===== src/rtl/boc_rx_pkg.sv =====
package boc_rx_pkg;

    typedef enum logic [0:0] {
        ST_HUNT,
        ST_TRACK
    } trk_state_t;

    localparam int CNT_W = 3;

    // 00 -> 1, 01 -> 3, 10 -> 5, 11 -> 7 consecutive codes
    function automatic logic [CNT_W-1:0] persist_need(input logic [1:0] sel);
        return {sel, 1'b1};
    endfunction

endpackage


===== src/rtl/boc_frame_detect.sv =====
module boc_frame_detect #(
    parameter int CODE_W = 6
) (
    input  logic              clk,
    input  logic              rst_n,
    input  logic              sclr,
    input  logic              bit_en,
    input  logic              bit_in,
    output logic              code_hit,
    output logic [CODE_W-1:0] code_val
);
    localparam int FLAG_W = 8;
    localparam int WIN_W  = CODE_W + FLAG_W + 2;

    logic [WIN_W-2:0] hist_q;
    logic [WIN_W-1:0] win;

    assign win      = {hist_q, bit_in};
    assign code_val = win[WIN_W-2:FLAG_W+1];
    assign code_hit = bit_en && !win[WIN_W-1] && !win[FLAG_W]
                      && (win[FLAG_W-1:0] == {FLAG_W{1'b1}});

    // History starts as all ones so no code can be seen before a full window arrives
    always_ff @(posedge clk or negedge rst_n) begin
        if (!rst_n)      hist_q <= '1;
        else if (sclr)   hist_q <= '1;
        else if (bit_en) hist_q <= win[WIN_W-2:0];
    end

    assert_flag_in_window_R1: assert property (@(posedge clk) disable iff (!rst_n)
        (code_hit && !sclr) |=> (hist_q[FLAG_W-1:0] == {FLAG_W{1'b1}}));

endmodule


===== src/rtl/boc_persist_fsm.sv =====
module boc_persist_fsm
    import boc_rx_pkg::*;
#(
    parameter int CODE_W    = 6,
    parameter int GAP_BITS  = 16,
    parameter int NUM_MATCH = 3
) (
    input  logic                              clk,
    input  logic                              rst_n,
    input  logic                              sclr,
    input  logic                              enable,
    input  logic                              bit_en,
    input  logic                              code_hit,
    input  logic [CODE_W-1:0]                 code_val,
    input  logic [1:0]                        vsel,
    input  logic [1:0]                        msel,
    input  logic [NUM_MATCH-1:0][CODE_W-1:0]  match_vals,
    output logic [CODE_W-1:0]                 valid_code,
    output logic                              alarm,
    output logic [NUM_MATCH-1:0]              match_evt
);
    localparam int GAP_W = $clog2(GAP_BITS + 1);
    localparam logic [GAP_W-1:0] GAP_LAST = GAP_W'(GAP_BITS - 1);

    trk_state_t       state_q, state_d;
    logic [CNT_W-1:0] cnt_q, cnt_nx;
    logic [CODE_W-1:0] last_q;
    logic [GAP_W-1:0] gap_q;
    logic             evt, same, brk;

    assign evt    = enable && code_hit;
    assign same   = (state_q == ST_TRACK) && (code_val == last_q);
    assign cnt_nx = !same ? CNT_W'(1) : ((cnt_q == '1) ? cnt_q : cnt_q + CNT_W'(1));
    assign brk    = (state_q == ST_TRACK) && enable && bit_en && !code_hit
                    && (gap_q == GAP_LAST);

    always_comb begin
        state_d = state_q;
        unique case (state_q)
            ST_HUNT:  if (evt) state_d = ST_TRACK;
            ST_TRACK: if (!enable || brk) state_d = ST_HUNT;
        endcase
    end

    always_ff @(posedge clk or negedge rst_n) begin
        if (!rst_n)    state_q <= ST_HUNT;
        else if (sclr) state_q <= ST_HUNT;
        else           state_q <= state_d;
    end

    always_ff @(posedge clk or negedge rst_n) begin
        if (!rst_n) begin
            cnt_q <= '0; last_q <= '0; gap_q <= '0;
            valid_code <= '0; alarm <= 1'b0; match_evt <= '0;
        end else if (sclr) begin
            cnt_q <= '0; last_q <= '0; gap_q <= '0;
            valid_code <= '0; alarm <= 1'b0; match_evt <= '0;
        end else if (evt) begin
            cnt_q  <= cnt_nx;
            last_q <= code_val;
            gap_q  <= '0;
            if (cnt_nx >= persist_need(vsel)) begin
                valid_code <= code_val;
                alarm      <= 1'b1;
            end
            for (int i = 0; i < NUM_MATCH; i++)
                match_evt[i] <= (cnt_nx >= persist_need(msel)) && (code_val == match_vals[i]);
        end else if (brk) begin
            cnt_q     <= '0;
            gap_q     <= '0;
            alarm     <= 1'b0;
            match_evt <= '0;
        end else if (bit_en && state_q == ST_TRACK && gap_q != GAP_LAST) begin
            gap_q <= gap_q + GAP_W'(1);
        end
    end

    assert_disabled_hold_R7: assert property (@(posedge clk) disable iff (!rst_n)
        (!enable && !sclr) |=> ($stable(valid_code) && $stable(alarm) && $stable(match_evt)));

    assert_alarm_from_code_R2: assert property (@(posedge clk) disable iff (!rst_n)
        $rose(alarm) |-> $past(code_hit));

    assert_alarm_drop_gap_R6: assert property (@(posedge clk) disable iff (!rst_n)
        $fell(alarm) |-> ($past(sclr) || $past(gap_q) == GAP_LAST));

endmodule


===== src/rtl/boc_irq_sticky.sv =====
module boc_irq_sticky #(
    parameter int N = 4
) (
    input  logic         clk,
    input  logic         rst_n,
    input  logic [N-1:0] flags,
    input  logic [N-1:0] clr,
    output logic [N-1:0] irq,
    output logic [N-1:0] sticky
);
    logic [N-1:0] flags_q;

    for (genvar k = 0; k < N; k++) begin : g_bit
        assign irq[k] = flags[k] && !flags_q[k];

        always_ff @(posedge clk or negedge rst_n) begin
            if (!rst_n) begin
                flags_q[k] <= 1'b0;
                sticky[k]  <= 1'b0;
            end else begin
                flags_q[k] <= flags[k];
                if (irq[k])      sticky[k] <= 1'b1;
                else if (clr[k]) sticky[k] <= 1'b0;
            end
        end

        assert_irq_sets_sticky_R8: assert property (@(posedge clk) disable iff (!rst_n)
            irq[k] |=> sticky[k]);

        assert_irq_single_R8: assert property (@(posedge clk) disable iff (!rst_n)
            irq[k] |=> !irq[k]);
    end

endmodule


===== src/rtl/boc_rx_filter.sv =====
module boc_rx_filter #(
    parameter int CODE_W    = 6,
    parameter int GAP_BITS  = 16,
    parameter int NUM_MATCH = 3
) (
    input  logic                        clk,
    input  logic                        rst_n,
    input  logic                        fdl_bit,
    input  logic                        fdl_en,
    input  logic                        cfg_we,
    input  logic                        cfg_enable,
    input  logic                        cfg_reset,
    input  logic [1:0]                  cfg_vfilt,
    input  logic [1:0]                  cfg_mfilt,
    input  logic [NUM_MATCH*CODE_W-1:0] cfg_match,
    input  logic [NUM_MATCH:0]          sticky_clr,
    output logic [CODE_W-1:0]           valid_code,
    output logic                        alarm,
    output logic [NUM_MATCH-1:0]        match_evt,
    output logic                        irq_alarm,
    output logic [NUM_MATCH-1:0]        irq_match,
    output logic [NUM_MATCH:0]          sticky,
    output logic                        reset_busy
);
    localparam int EVT_N = NUM_MATCH + 1;

    logic                              en_q, rst_q;
    logic [1:0]                        vsel_q, msel_q;
    logic [NUM_MATCH-1:0][CODE_W-1:0]  mval_q;
    logic                              code_hit;
    logic [CODE_W-1:0]                 code_val;
    logic [EVT_N-1:0]                  irq_vec;

    always_ff @(posedge clk or negedge rst_n) begin
        if (!rst_n) begin
            en_q <= 1'b0; rst_q <= 1'b0; vsel_q <= '0; msel_q <= '0; mval_q <= '0;
        end else if (rst_q) begin
            en_q <= 1'b0; rst_q <= 1'b0; vsel_q <= '0; msel_q <= '0; mval_q <= '0;
        end else if (cfg_we) begin
            en_q   <= cfg_enable;
            rst_q  <= cfg_reset;
            vsel_q <= cfg_vfilt;
            msel_q <= cfg_mfilt;
            mval_q <= cfg_match;
        end
    end

    assign reset_busy = rst_q;

    boc_frame_detect #(.CODE_W(CODE_W)) u_detect (
        .clk      (clk),
        .rst_n    (rst_n),
        .sclr     (rst_q),
        .bit_en   (fdl_en),
        .bit_in   (fdl_bit),
        .code_hit (code_hit),
        .code_val (code_val)
    );

    boc_persist_fsm #(.CODE_W(CODE_W), .GAP_BITS(GAP_BITS), .NUM_MATCH(NUM_MATCH)) u_fsm (
        .clk        (clk),
        .rst_n      (rst_n),
        .sclr       (rst_q),
        .enable     (en_q),
        .bit_en     (fdl_en),
        .code_hit   (code_hit),
        .code_val   (code_val),
        .vsel       (vsel_q),
        .msel       (msel_q),
        .match_vals (mval_q),
        .valid_code (valid_code),
        .alarm      (alarm),
        .match_evt  (match_evt)
    );

    boc_irq_sticky #(.N(EVT_N)) u_irq (
        .clk    (clk),
        .rst_n  (rst_n),
        .flags  ({match_evt, alarm}),
        .clr    (sticky_clr),
        .irq    (irq_vec),
        .sticky (sticky)
    );

    assign irq_alarm = irq_vec[0];
    assign irq_match = irq_vec[EVT_N-1:1];

    assert_reset_selfclear_R10: assert property (@(posedge clk) disable iff (!rst_n)
        rst_q |=> !rst_q);

endmodule


===== config.mk =====
export PLATFORM = sky130hd
export DESIGN_NAME = boc_rx_filter
export DESIGN_NICKNAME = d
export VERILOG_FILES = /design/src/rtl/boc_rx_pkg.sv /design/src/rtl/boc_frame_detect.sv /design/src/rtl/boc_persist_fsm.sv /design/src/rtl/boc_irq_sticky.sv /design/src/rtl/boc_rx_filter.sv
export SDC_FILE = /design/constraint.sdc
export NUM_CORES = 1
export LEC_CHECK = 0
export ABC_AREA = 1
export ABC_CLOCK_PERIOD_IN_PS = 3650
export BUFFER_PORTS_ARGS = -buffer_cell sky130_fd_sc_hd__buf_2
export CAP_MARGIN = 20
export CELL_PAD_IN_SITES_DETAIL_PLACEMENT = 1
export CELL_PAD_IN_SITES_GLOBAL_PLACEMENT = 1
export CORE_UTILIZATION = 40
export CTS_BUF_LIST = sky130_fd_sc_hd__clkbuf_8 sky130_fd_sc_hd__clkbuf_16
export CTS_CLUSTER_SIZE = 24
export DETAILED_ROUTE_END_ITERATION = 8
export PLACE_DENSITY_LB_ADDON = 0.15
export SLEW_MARGIN = 30
export SYNTH_ARGS = -nofsm -noshare
export SYNTH_HDL_FRONTEND = slang
export SYNTH_SLANG_ARGS = --single-unit

===== constraint.sdc =====
create_clock -name clk -period 3.65 [get_ports clk]
set_clock_uncertainty 0.15 [all_clocks]
set_input_delay 0.1825 -clock clk [delete_from_list [all_inputs] [get_ports clk]]
set_output_delay 0.1825 -clock clk [all_outputs]
set_load 0.01 [all_outputs]

# --- Word-level counts from Yosys, hierarchy flattened ---
# Cells that the tools add are included.
word_totals:
  regBits: 72
  out_inout_bits: 19
  elab_cells: 120
op_classes:
  add_sub_neg: 2
  magnitude_cmp: 2
  n_eq_ne: 9
  n_mux: 44
  n_bitwise: 1
  reduce_logical: 39
ops:
  columns: ["operator", "n"]
  rows:
  - ["2-to-1 mux 18 bit", 2]
  - ["2-to-1 mux 15 bit", 2]
  - ["2-to-1 mux 6 bit", 5]
  - ["== test 6 bit", 4]
  - ["2-to-1 mux 3 bit", 7]
  - ["2-to-1 mux 5 bit", 4]
  - ["2-to-1 mux 1 bit", 19]
  - ["logical AND 1 bit", 18]
  - ["nonzero test 2 bit", 8]
  - ["== test 8 bit, second input constant", 1]
  - ["logical NOT 1 bit", 8]
  - ["2-to-1 mux 2 bit", 4]
  - [">= comparator 3 bit", 2]
  - ["adder 5 x 1 -> 5 bit, second input constant", 1]
  - ["== test 5 x 4 -> 1 bit, second input constant", 1]
  - ["!= test 5 x 4 -> 1 bit, second input constant", 1]
  - ["AND reduction 2 bit", 2]
  - ["nonzero test 4 bit", 1]
  - ["adder 3 x 1 -> 3 bit, second input constant", 1]
  - ["== test 3 bit, second input constant", 1]
  - ["!= test 3 bit, second input constant", 1]
  - ["nonzero test 3 bit", 1]
  - ["case mux 1 bit (2 select lines)", 1]
  - ["logical OR 1 bit", 1]
  - ["NOT 1 bit", 1]

# --- Longest topological paths before layout ---
# Gate-level depths: netlist (run 1).
depth:
  ltp_word: 11
  ltp_mapped: 17
  mapped_depth_nobuf: 16

# --- Cells and area by module ---
# From an unflattened synthesis (run 1), not the netlist that was laid out.
hier_totals:
  cells_unflattened: 417
  area_unflattened_um2: 3585.9
by_module_without_submodules:
  columns: ["module", "n_inst", "cells_each", "area_each_um2", "seq_area_each_um2"]
  rows:
  - ["boc_persist_fsm", 1, 202, 1556.5, 625.6]
  - ["boc_rx_filter", 1, 104, 993.5, 600.6]
  - ["boc_frame_detect", 1, 79, 735.7, 394.1]
  - ["boc_irq_sticky", 1, 32, 300.3, 200.2]

# --- Worst setup path after synthesis (run 1) ---
# Ideal clock, no wire load.
synth_path:
  path_kind: "reg-to-reg"
  from: "register u_detect.hist_q[12]"
  to: "register u_fsm.valid_code[2]"
  setup_time_ps: 65
  arrival_time_ps: 1877
  path_slack_ps: 1559
  stages_incl_launch_ff: 16
  path_buffers: 1
  path_cell_list: "dfstp_2 -> buf_4 -> inv_2 -> a21oi_1 -> nand3_1 -> nor2_4 -> o21ai_0 -> inv_1 -> ha_1 -> nand2_2 -> inv_2 -> nand2_4 -> nand3_4 -> nand2_4 -> nand2_1 -> nand2_1"
synth_between:
  elab_chain_len: 6
synth_lines:
  columns: ["item", "line_no", "source"]
  rows:
  - ["start: declaration", "boc_frame_detect.sv:15", "logic [WIN_W-2:0] hist_q;"]
  - ["start signal: assignment", "boc_frame_detect.sv:27", "else if (bit_en) hist_q <= win[WIN_W-2:0];"]
  - ["== test 6 bit", "boc_persist_fsm.sv:32", "assign same = (state_q == ST_TRACK) && (code_val == last_q);"]
  - ["logical AND 1 bit", "boc_persist_fsm.sv:32", null]
  - ["2-to-1 mux 3 bit", "boc_persist_fsm.sv:33", "assign cnt_nx = !same ? CNT_W'(1) : ((cnt_q == '1) ? cnt_q : cnt_q + CNT_W'(1));"]
  - [">= comparator 3 bit", "boc_persist_fsm.sv:62", "if (cnt_nx >= persist_need(vsel)) begin"]
  - ["nonzero test 2 bit (no line)", null, null]
  - ["AND reduction 2 bit (no line)", null, null]
  - ["end signal: assignment", "boc_persist_fsm.sv:63", "valid_code <= code_val;"]
  - ["end: declaration", "boc_persist_fsm.sv:18", "output logic [CODE_W-1:0] valid_code,"]
# No other way between the ends.
# A chain may end at the register's enable or synchronous reset.

# --- Worst setup path after layout (run 1) ---
layout_path:
  from: "register u_detect.hist_q[12]"
  to: "register u_fsm.match_evt[2]"
layout_between:
  elab_chain_len: 7
layout_lines:
  columns: ["item", "line_no", "source"]
  rows:
  - ["== test 6 bit", "boc_persist_fsm.sv:32", null]
  - ["logical AND 1 bit", "boc_persist_fsm.sv:32", null]
  - ["2-to-1 mux 3 bit", "boc_persist_fsm.sv:33", null]
  - [">= comparator 3 bit", "boc_persist_fsm.sv:67", "match_evt[i] <= (cnt_nx >= persist_need(msel)) && (code_val == match_vals[i]);"]
  - ["logical AND 1 bit (*)", "boc_persist_fsm.sv:67", null]
  - ["2-to-1 mux 3 bit (*)", "boc_persist_fsm.sv:58", "end else if (evt) begin"]
  - ["2-to-1 mux 3 bit (*)", "boc_persist_fsm.sv:55", "end else if (sclr) begin"]
  - ["end signal: indexed assignment", "boc_persist_fsm.sv:67", null]
  - ["end: declaration", "boc_persist_fsm.sv:20", "output logic [NUM_MATCH-1:0] match_evt"]
# Mark *: on every way between the ends. The rest lies on a longest branch, timed or not.

==> flow_metrics.tcl, run 1 <==
set metrics [dict create \
    post-place-ws_ps 1250 \
    cts_max_path_buffers 2 \
    coreArea_mm2 0.00830 \
    critical_path_buf_inv_count 2 \
    avgViaCountPerCell 5.07 \
    cts_tree "yes" \
    crit_path_start_kind "flip-flop" \
    root_buffer "clkbuf_8" \
    syn_to_final_growth_pct 22.9 \
    drv_cap 0 \
    synth-seq-cells 72 \
    stdcell_area_mm2 0.00424 \
    cpPeakStageDelay_ps 650 \
    dpl_cell_area_mm2 0.00376 \
    die_h_um 94.9 \
    start_util_pct 41.6 \
    drive_above_1_share_pct 24.3 \
    slew_violations 0 \
    route.detailed.drc 0 \
    synth_cells 385 \
    placedCellCount 526 \
    drt_pass1_iterations 4 \
    p_comb_share_pct 14.7 \
    io_pins 52 \
    clock_latency_ps 350 \
    avgSynthCellArea_um2 8.96 \
    syn-cell-area_mm2 0.00345 \
    final_cells 570 \
    first_global_vias 2983 \
    yosysTopAreaCell "dfrtp_1" \
    wire_per_inst_um 15.9 \
    place_congestion 0.801 \
    fin_crit_ps 2400 \
    synth_nets 423 \
    grt_overflow 0 \
    antenna_found_initial 0 \
    port-buffer-count 51 \
    grt_max_degree 73 \
    fmax_ghz 0.417 \
    hold_viol_final 0 \
    clkSinkCount 72 \
    slew_headroom_pct 56.1 \
    worst_path_max_delay_cell "dfstp_2" \
    cts.reportedPaths.clkPinSlew_ps 70 \
    fp.dieW_um 94.9 \
    critPathTopFamily "flip-flops" \
    final.period_utilization_pct 65.7 \
    critPathMaxFanout 7 \
    crit_type "flip-flop to flip-flop" \
    seq_power_share_pct 50.5 \
    setup_viol 0 \
    drt_wl_total_um 9050 \
    synth.top_cells.by_area "dfrtp_1, dfstp_2, inv_1" \
    yosysWarnings 0 \
    antenna_cells 0 \
    power.total_mw 1.84 \
    worst_pin_slew_ps 659 \
    htreeDepth 3 \
    grt_pass1_wl_um 14800 \
    route.vias.total 2890 \
    layout_common_cells "inv_1, dfrtp_1, buf_2, nand2_1, o21ai_0" \
    ys_seq_area_share_pct 52.8 \
    run_status "complete, no violations" \
    rows 33 \
    drtAntennaViolNets 0 \
    worst_slack_ps 1250 \
    peakVddDrop_v 0.000233 \
    p_int_mw 1.32 \
    yosysTopAreaCellShare_pct 41.3 \
    cts_resized 0 \
    crit_path_cell_trace "inv_2, a21oi_1, nand3_1, nor2_4, o21ai_0, inv_1, ha_1, a21oi_1, o21ai_1, nand3_1, o21ai_1" \
    first_iter_violations 103 \
    p_clk_share_pct 34.8 \
    worstPathArrival_ps 2480 \
    p_switching_mw 0.511 \
    critical_path.endpoint_type "flip-flop" \
    grt.total_usage_pct 22.1 \
    nNetsFinal 498 \
    power_density_mw_per_mm2 433 \
    finalSetupTns_ps 0 \
    ys_types 35 \
    die-area_mm2 0.00900 \
    critPathRequiredTime_ps 3730 \
    hpwl_um 6100 \
    p_leak_nw 2.07 \
    cts_made_buffers 9 \
    hold_class "primary input to flip-flop" \
    rsz0062_at_grt "no" \
    netSwitchingFraction_pct 27.8 \
]
cell families after synthesis:
logic type,synth area share (%)
AO/OA/AOI/OAI,14.1
buffers and inverters,9.57
flip-flops,52.8
XOR/XNOR,2.03
adder cells (fa/ha/maj),1.81
AND/OR/NAND/NOR,19.7
power by group through the flow:
stage	clock network, mW	logic [mW]	registers, mW
6_report	0.638	0.271	0.926
5_1_grt	0.690	0.305	0.935
4_1_cts	0.660	0.270	0.927
3_5_place_dp	0	0.246	0.942
3_3_place_gp	0	0.240	0.939
2_1_floorplan	0	0.177	0.914
metal layers:
| layer | up-vias | part of all wire [%] | track usage, % | routed length [um] |
|---|---|---|---|---|
| met5 | - | 0 | 0 | 0 |
| met2 | 61 | 48 | 37.0 | 4330 |
| li1 | 1411 | - | - | - |
| met3 | 13 | 3.7 | 5.72 | 336 |
| met1 | 1405 | 47 | 28.1 | 4230 |
| met4 | 0 | 1.6 | 6.57 | 143 |
sequential cells by signal, summed over array words and instances, names as in the netlist, 3 cells and up:
register,flops
u_fsm.last_q,6
u_detect.hist_q,15
u_fsm.match_evt,3
u_fsm.gap_q,5
u_fsm.cnt_q,3
u_irq.sticky,4
u_irq.flags_q,4
u_fsm.valid_code,6
mval_q,18
cell usage after synthesis:
| library cell | number |
|---|---|
| a21oi_2 | 1 |
| buf_2 | 3 |
| nor2_4 | 1 |
| nand3_2 | 3 |
| nor3_2 | 1 |
| nand2_2 | 7 |
| o22ai_1 | 23 |
| nand3_4 | 1 |
| nor4_1 | 2 |
| dfstp_2 | 15 |
| buf_1 | 2 |
| dfrtp_1 | 57 |
| nand2_8 | 1 |
| nand3_1 | 38 |
| o21ai_1 | 8 |
| clkbuf_1 | 7 |
| or2_2 | 1 |
| buf_4 | 3 |
| a21oi_1 | 16 |
| nand2_4 | 4 |
| ha_1 | 5 |
| a211oi_1 | 1 |
| inv_2 | 8 |
| nand2_1 | 41 |
| xnor2_1 | 6 |
| nor2_1 | 21 |
| nor2_2 | 2 |
| xor2_1 | 2 |
| a31oi_1 | 1 |
| o21ai_0 | 40 |
| nor3_4 | 1 |
| inv_1 | 55 |
| nand4_1 | 2 |
| buf_6 | 2 |
| nor3_1 | 4 |
worst reg2reg max path: cells and delay by family, from the launching register on:
family	cells	cell delay, ps
buffers and inverters	2	200
AOI/OAI and AO/OA	5	610
DFF	1	650
and+or+nand+nor	3	440
adders and majority gates	1	240
repair_timing:
action,4_1_cts,5_1_grt
setup buffers,0,0
endpoints found under the setup margin,0,0
endpoints found under the hold margin,84,0
hold buffers,28,0
through the flow:
| stage | hold slack (ps) | utilization [%] |
|---|---|---|
| 2_1_floorplan | -263 | - |
| 3_3_place_gp | 226 | 45.3 |
| 3_5_place_dp | 228 | 45.3 |
| 4_1_cts | 22.9 | 51.1 |
| 5_1_grt | 33.5 | 51.1 |
| 6_report | 44.6 | 51.1 |
worst paths after layout:
path / endpoint / slack [ps] / from / cells after the start
setup / recovery: u_fsm.match_evt[2]$_DFFE_PN0P_ / 1250 / u_detect.hist_q[12]$_DFFE_PN1P_ / 11
min in group asynchronous: u_fsm.gap_q[0]$_DFFE_PN0P_ / 320 / rst_n / 3
setup reg to reg: u_fsm.match_evt[2]$_DFFE_PN0P_ / 1250 / u_detect.hist_q[12]$_DFFE_PN1P_ / 11
hold / removal: en_q$_DFFE_PN0P_ / 40 / cfg_enable / 3
hold reg to reg: u_irq.flags_q[0]$_DFF_PN0_ / 240 / u_fsm.alarm$_DFFE_PN0P_ / 0
max in group asynchronous: mval_q[11]$_DFFE_PN0P_ / 2570 / rst_n / 3
final cells by class:
cell class              count  area [um^2]
fillers                   993         4060
flip-flops and latches     72         1820
multi-input cells         233         1300
repair buffers             81          554
inverters                  63          236
clock buffers              11          151
well taps                 105          131
clock inverters             5         47.5
Power figures use the tool's default switching activity.
==> run 2: changes to the inputs <==
- ABC_CLOCK_PERIOD_IN_PS: 3650 -> 2500
- clock period: 3.65 -> 2.5 ns (I/O delays scaled with it)
==> flow_metrics.tcl, run 2 (same netlist as run 1, synthesis figures left out) <==
set metrics [dict create \
    grt.total_usage_pct 23.3 \
    fp.dieW_um 94.9 \
    layout_commonest_cell "dfrtp_1" \
    hold_viol_final 0 \
    peakVddDrop_v 0.000274 \
    grt_overflow 0 \
    io_pins 52 \
    drt_pass1_iterations 4 \
    die-area_mm2 0.00900 \
    cts_tree "yes" \
    worst_pin_slew_ps 686 \
    drv_cap 0 \
    drive_above_1_share_pct 26.3 \
    place_congestion 0.811 \
    nNetsFinal 509 \
    final.period_utilization_pct 94.2 \
    setup_viol 0 \
    fmax_ghz 0.424 \
    critical_path.endpoint_type "flip-flop" \
    hpwl_um 6630 \
    layout_common_cells "dfrtp_1, inv_1, buf_2, nand2_1, o21ai_0" \
    clkSinkCount 72 \
    fin_hold_ws_ps 54.7 \
    cts_max_path_buffers 2 \
    antenna_cells 0 \
    fin_crit_ps 2360 \
    clock_latency_ps 350 \
    critPathRequiredTime_ps 2580 \
    wire_per_inst_um 16.5 \
    root_buffer "clkbuf_8" \
    crit_path_start_kind "flip-flop" \
    post-place-ws_ps 192 \
    crit_type "flip-flop to flip-flop" \
    cts_made_buffers 9 \
    avgViaCountPerCell 5.19 \
    top_register "mval_q" \
    start_util_pct 41.6 \
    antenna_found_initial 0 \
    worst_slack_ps 144 \
    drt_wl_total_um 9610 \
    critPathMaxFanout 7 \
    largest_reg_flops 18 \
    hold_class "primary input to flip-flop" \
    run_status "complete, no violations" \
    rows 33 \
    grt_pass1_wl_um 15500 \
    reg_top3 "mval_q (18), u_detect.hist_q (15)" \
    drtAntennaViolNets 0 \
    htreeDepth 3 \
    slew_headroom_pct 54.3 \
    coreArea_mm2 0.00830 \
    port-buffer-count 51 \
    slew_violations 0 \
    die_h_um 94.9 \
    cts.reportedPaths.clkPinSlew_ps 80 \
    first_global_vias 3074 \
    finalSetupTns_ps 0 \
    power_density_mw_per_mm2 672 \
    grt_max_degree 35 \
    first_iter_violations 101 \
    syn_to_final_growth_pct 27.4 \
    p_leak_nw 2.14 \
    route.detailed.drc 0 \
    worstPathArrival_ps 2430 \
    route.vias.total 3014 \
    n_fill_cell 982 \
]
[run 2: cell types whose count changed in the layout (fill, tap and decap cells not counted), sizes merged]
cell	delta
clkinvlp	+1
inv	-1
clkbuf	-1
clkinv	-1
dlygate4sd3	+2
bufinv	+2
buf	+9
[run 2: final cells by class]
class | count | area (um^2) | area share (%)
Inverter | 63 | 236 | 5.38
Clock buffer | 10 | 138 | 3.13
Multi-Input combinational cell | 233 | 1300 | 29.7
Sequential cell | 72 | 1820 | 41.4
Clock inverter | 6 | 115 | 2.62
Tap cell | 105 | 131 | 2.99
Timing Repair Buffer | 92 | 651 | 14.8
[run 2: stage by stage]
stage | power [mW] | util [%] | std cells | area, um^2
4_1_cts | 2.97 | 52.9 | 581 | 4390
3_3_place_gp | 1.75 | 46.3 | 535 | 3840
5_1_grt | 3.09 | 53.0 | 581 | 4400
2_1_floorplan | 1.59 | - | 385 | 3450
6_report | 2.95 | 53.0 | 581 | 4400
3_5_place_dp | 1.77 | 46.3 | 535 | 3840
[run 2: critical path: stages, from the launching register on]
cell and delay, ps:
dfstp_2 640, inv_2 80, a21oi_1 130, nand3_1 130, nor2_4 160, o21ai_0 130
inv_1 110, ha_1 260, a21oi_1 180, o21ai_2 100, nand3_1 90, o21ai_1 80
[run 2: what timing repair did]
item	CTS	global route
setup endpoints to repair	0	1
gates resized for setup	0	1
endpoints found under the hold margin	43	0
setup buffers	0	0
hold buffers	30	0
[run 2: where the power goes]
group          switching (mW)  total (mW)  internal (mW)
registers              0.0732        1.34           1.27
clock network           0.468        1.16          0.695
logic                   0.264       0.447          0.183
[run 2: routing by layer]
metal / part of all wire (%) / global-route usage, %
met4: 1.1 / 6.06
met2: 49 / 39.5
met5: 0 / 0
met3: 3.0 / 4.67
met1: 47 / 30.2
[run 2: worst paths after layout]
path,to,cells past startpoint,slack (ps),start
worst max-delay path,u_fsm.match_evt[1]$_DFFE_PN0P_,11,140,u_detect.hist_q[12]$_DFFE_PN1P_
worst min-delay path,reset_busy$_DFF_PN0_,3,50,cfg_we
worst max register to register,u_fsm.match_evt[1]$_DFFE_PN0P_,11,140,u_detect.hist_q[12]$_DFFE_PN1P_
worst min register to register,u_irq.flags_q[3]$_DFF_PN0_,0,250,u_fsm.match_evt[2]$_DFFE_PN0P_
max in group asynchronous,u_detect.hist_q[13]$_DFFE_PN1P_,3,1260,rst_n
min in group asynchronous,u_fsm.last_q[4]$_DFFE_PN0P_,2,200,rst_n
